===== src/rtl/echo_xfer_ctrl.sv =====
module echo_xfer_ctrl #(
  parameter int SW      = 16,
  parameter int LOG_LEN = 4,
  parameter int HW      = 8,
  parameter int CW      = 8
) (
  input  logic                 clk,
  input  logic                 rst,
  input  logic                 smp_vld,
  input  logic signed [SW-1:0] x_in,
  input  logic signed [SW-1:0] y_in,
  input  logic signed [SW-1:0] eb_in,
  input  logic signed [SW-1:0] ef_in,
  input  logic [7:0]           alpha_q,
  input  logic [7:0]           beta_q,
  input  logic [HW-1:0]        hang_len,
  input  logic [CW-1:0]        conv_target,
  output logic                 xfer_stb,
  output logic                 dt_flag,
  output logic                 nlp_en,
  output logic                 nlp_aggr
);
  localparam int SQW = 2 * SW - 1;
  localparam int PW  = SQW + LOG_LEN;
  localparam int MW  = PW + 8;

  function automatic logic [SQW-1:0] sq(input logic signed [SW-1:0] s);
    logic signed [2*SW-1:0] p;
    p = s * s;
    return p[SQW-1:0];
  endfunction

  logic [LOG_LEN-1:0] cnt;
  logic [PW-1:0]      acc_x, acc_y, acc_b, acc_f;
  logic [HW-1:0]      hold;
  logic [CW-1:0]      n_xfer;
  logic               conv;

  wire          last = smp_vld && (cnt == '1);
  wire [PW-1:0] px   = acc_x + PW'(sq(x_in));
  wire [PW-1:0] py   = acc_y + PW'(sq(y_in));
  wire [PW-1:0] pb   = acc_b + PW'(sq(eb_in));
  wire [PW-1:0] pf   = acc_f + PW'(sq(ef_in));

  wire [MW-1:0] b_scaled = {pb, 8'd0};
  wire [MW-1:0] f_scaled = MW'(pf) * MW'(alpha_q);
  wire [MW-1:0] y_scaled = MW'(py) * MW'(beta_q);

  wire cond_a   = b_scaled < f_scaled;
  wire cond_b   = b_scaled < y_scaled;
  wire cond_c   = py < px;
  wire dt_now   = py > px;
  wire frozen   = hold != '0;
  wire xfer_now = cond_a && cond_b && cond_c && !frozen;
  wire [HW-1:0] hold_nx = dt_now ? hang_len : (frozen ? hold - 1'b1 : '0);

  always_ff @(posedge clk) begin
    if (rst) begin
      cnt      <= '0;
      acc_x    <= '0;
      acc_y    <= '0;
      acc_b    <= '0;
      acc_f    <= '0;
      hold     <= '0;
      n_xfer   <= '0;
      conv     <= 1'b0;
      dt_flag  <= 1'b0;
      xfer_stb <= 1'b0;
    end else begin
      xfer_stb <= last && xfer_now;
      conv     <= conv || (n_xfer >= conv_target);
      if (smp_vld) begin
        cnt   <= cnt + 1'b1;
        acc_x <= last ? '0 : px;
        acc_y <= last ? '0 : py;
        acc_b <= last ? '0 : pb;
        acc_f <= last ? '0 : pf;
      end
      if (last) begin
        hold    <= hold_nx;
        dt_flag <= dt_now || (hold_nx != '0);
        if (xfer_now && !conv) n_xfer <= n_xfer + 1'b1;
      end
    end
  end

  assign nlp_en   = !dt_flag;
  assign nlp_aggr = !conv;
endmodule



===== config.mk =====
export PLATFORM = sky130hd
export DESIGN_NAME = echo_xfer_ctrl
export DESIGN_NICKNAME = d
export VERILOG_FILES = /design/src/rtl/echo_xfer_ctrl.sv
export SDC_FILE = /design/constraint.sdc
export NUM_CORES = 2
export LEC_CHECK = 0
export BUFFER_PORTS_ARGS = -buffer_cell sky130_fd_sc_hd__buf_2
export CORE_UTILIZATION = 48
export CTS_BUF_LIST = sky130_fd_sc_hd__clkbuf_16
export CTS_CLUSTER_SIZE = 16
export DETAILED_ROUTE_END_ITERATION = 10
export PLACE_DENSITY = 0.66
export REMOVE_ABC_BUFFERS = 1
export SYNTH_ARGS = -nofsm -noshare
export SYNTH_HDL_FRONTEND = slang
export SYNTH_SLANG_ARGS = --single-unit

===== constraint.sdc =====
create_clock -name clk -period 48.3 [get_ports clk]
set_input_delay 7.245 -clock clk [delete_from_list [all_inputs] [get_ports clk]]
set_output_delay 7.245 -clock clk [all_outputs]
set_load 0.02 [all_outputs]

==> impl_metrics.tcl <==
set metrics [dict create \
    grt_max_degree 51 \
    cp_top_family "adder cells" \
    die_h_um 372 \
    cts.sinks 163 \
    post-dp-hpwl_mm 130 \
    slew_headroom_pct 16.2 \
    drive_gt1_share_pct 3.10 \
    fin_setup_tns_ns 0 \
    crit_path_frequent_cell "fa_1" \
    final_util_pct 50.4 \
    setup_viol 0 \
    cap_violations 0 \
    via_count 49100 \
    slowest_stage "a2111oi_0" \
    status "finished clean" \
    syn_inst 7473 \
    clock.fmax_mhz 44.6 \
    io_pins 103 \
    ys_seq_elements 163 \
    grt_setup_unrepaired "no" \
    critPathMaxStageDelay_ns 1.02 \
    start_util_pct 48.4 \
    drv_slew 0 \
    fin_crit_ns 22.43 \
    cts_hold_buf 0 \
    grt_use_total_pct 23.7 \
    syn_avg_cell_area_um2 8.79 \
    synth-edff-count 0 \
    cts_tree "done" \
    die_w_um 372 \
    drt-initial-drc-count 2654 \
    path_buf_inv 6 \
    crit_required_ns 48.71 \
    skew_ns 0.0157 \
    gp_congestion 0.905 \
    syn2layout_area_growth_pct 4.22 \
    rows 135 \
    crit_fanout 20 \
    cp-end-kind "flop" \
    grt_pass1_wl_mm 264 \
    worst_slew_pin_slew_ns 1.23 \
    critPathLaunchType "input pin" \
    synth_ff_type "dfxtp_1" \
    dp_cells 9179 \
    synth_top_area_cell "fa_1" \
    cp.arrival_ns 22.85 \
    hold_violations 0 \
    clk_latency_ns 0.53 \
    overflow 0 \
    synth_cell_type_count 95 \
    ys_seq_area_share_pct 4.97 \
    cts.path.max_buffers 2 \
    hp-class "reg2reg" \
    dieArea_mm2 0.138 \
    numCtsBuffers 17 \
    postCtsResizedCells 0 \
    first_pass_iters 5 \
    post-route-period-util_pct 46.4 \
    vias_per_cell 5.32 \
    cts.htree.levels 4 \
    ys_async_sr_fraction_pct 0 \
    synthesis.area_mm2 0.0657 \
    nets 9541 \
    synth_area_leaders "fa_1 (40%), ha_1 (13%), inv_1 (9.6%)" \
    synth_top_cell_area_share_pct 40.3 \
    critPathKind "in2reg" \
    final_cells 9213 \
    io_buffers 102 \
    antenna_found_initial 4 \
    wl_per_cell_um 17.0 \
    cts_setup_buffers 0 \
    drc 0 \
    core_mm2 0.136 \
    yosys_warnings 0 \
    grt_pass1_vias 53200 \
    cts-root-buf "clkbuf_16" \
    postRouteAntennaNets 0 \
    path_clk_slew_ns 0.07 \
    routed_wl_mm 156 \
]
[cell usage after synthesis (all sizes together) (7+ instances only)]
cell	n
a41oi	8
o31ai	9
nand3b	7
o22ai	9
o21bai	48
nand2	665
nor2	334
o21ai	180
xnor2	250
clkbuf	196
nor2b	80
and3	40
a211o	10
inv	1681
nand3	85
a2111oi	14
a21o	171
nand2b	68
a21boi	15
a211oi	24
a22o	39
ha	702
o41ai	7
a31oi	29
xor2	105
dfxtp	163
or3	17
a31o	14
o21a	26
and2	505
or2	18
mux2i	7
a21oi	333
a22oi	49
nand4	57
o211ai	19
nor4	12
fa	1323
nor3	49
[per-stage QoR]
step	cell area, µm²	hold WS (ns)	worst slack, ns
2_1_floorplan	64900	0.432	27.98
3_3_place_gp	67900	0.442	25.72
3_5_place_dp	67900	0.458	25.46
4_1_cts	68400	0.465	25.99
5_1_grt	68400	0.482	24.94
6_report	68400	0.463	25.87
[placed cells by master, fill, tap and decap left out, types with 68 or more instances in the layout]
cell type and n:
nand3_1 85, nor2b_1 79, fa_1 1323, a21oi_1 331, nand2b_1 68, nor2_1 331
and2_1 505, xor2_1 105, a21o_1 171, xnor2_1 245, ha_1 702, buf_2 101
dfxtp_1 163, inv_1 1680, o21ai_0 168, nand2_1 665
[state kept, by name (all words and copies together) (netlist names), 4 cells and up]
register and count:
acc_y 35, cnt 4, acc_x 35, n_xfer 8
acc_b 35, hold 8, acc_f 35
[path summary, 6_finish.rpt]
path | cells past startpoint | from | to | slack [ns]
setup reg to reg | 34 | acc_f[2] | n_xfer[7] | 37.83
hold / removal | 2 | acc_x[24] | acc_x[24] | 0.46
hold reg to reg | 2 | acc_x[24] | acc_x[24] | 0.46
setup / recovery | 53 | y_in[1] | n_xfer[7] | 25.87
[layer usage]
metal,global-route usage [%],wire length [µm],vias to the layer above
li1,-,-,23100
met1,29.9,66000,24700
met2,42.5,79000,959
met3,2.63,6770,221
met4,6.96,4340,4
met5,0,26,-
[logic make-up after synthesis]
logic type      share of synthesized area, %
buf+inv                                 10.8
xor+xnor                                4.76
mux                                    0.175
fa+ha+maj                               53.7
simple gates                            14.7
compound gates                          10.9
flops                                   4.97
[cell type report]
type                    count  area, µm²
multi-input cells        5426      55400
inverters                1682       6310
diodes                      2       5.00
well taps                1781       2230
fillers                 12800      67200
clock inverters            15        129
clock buffers              17        425
repair buffers            127        701
flip-flops and latches    163       3260
[worst reg2reg max path: cells and delay by family, from the launching register on]
family / cells / cell delay, ns
adders and majority gates: 7 / 2.99
DFF: 1 / 0.32
and+or+nand+nor: 7 / 1.83
xor gates and xnor gates: 2 / 0.79
buffers and inverters: 2 / 0.11
AOI/OAI and AO/OA: 15 / 4.02
muxes: 1 / 0.32
Power is not shown: default switching activity piles up to over one toggle a cycle in this logic, so the estimate is an artifact.
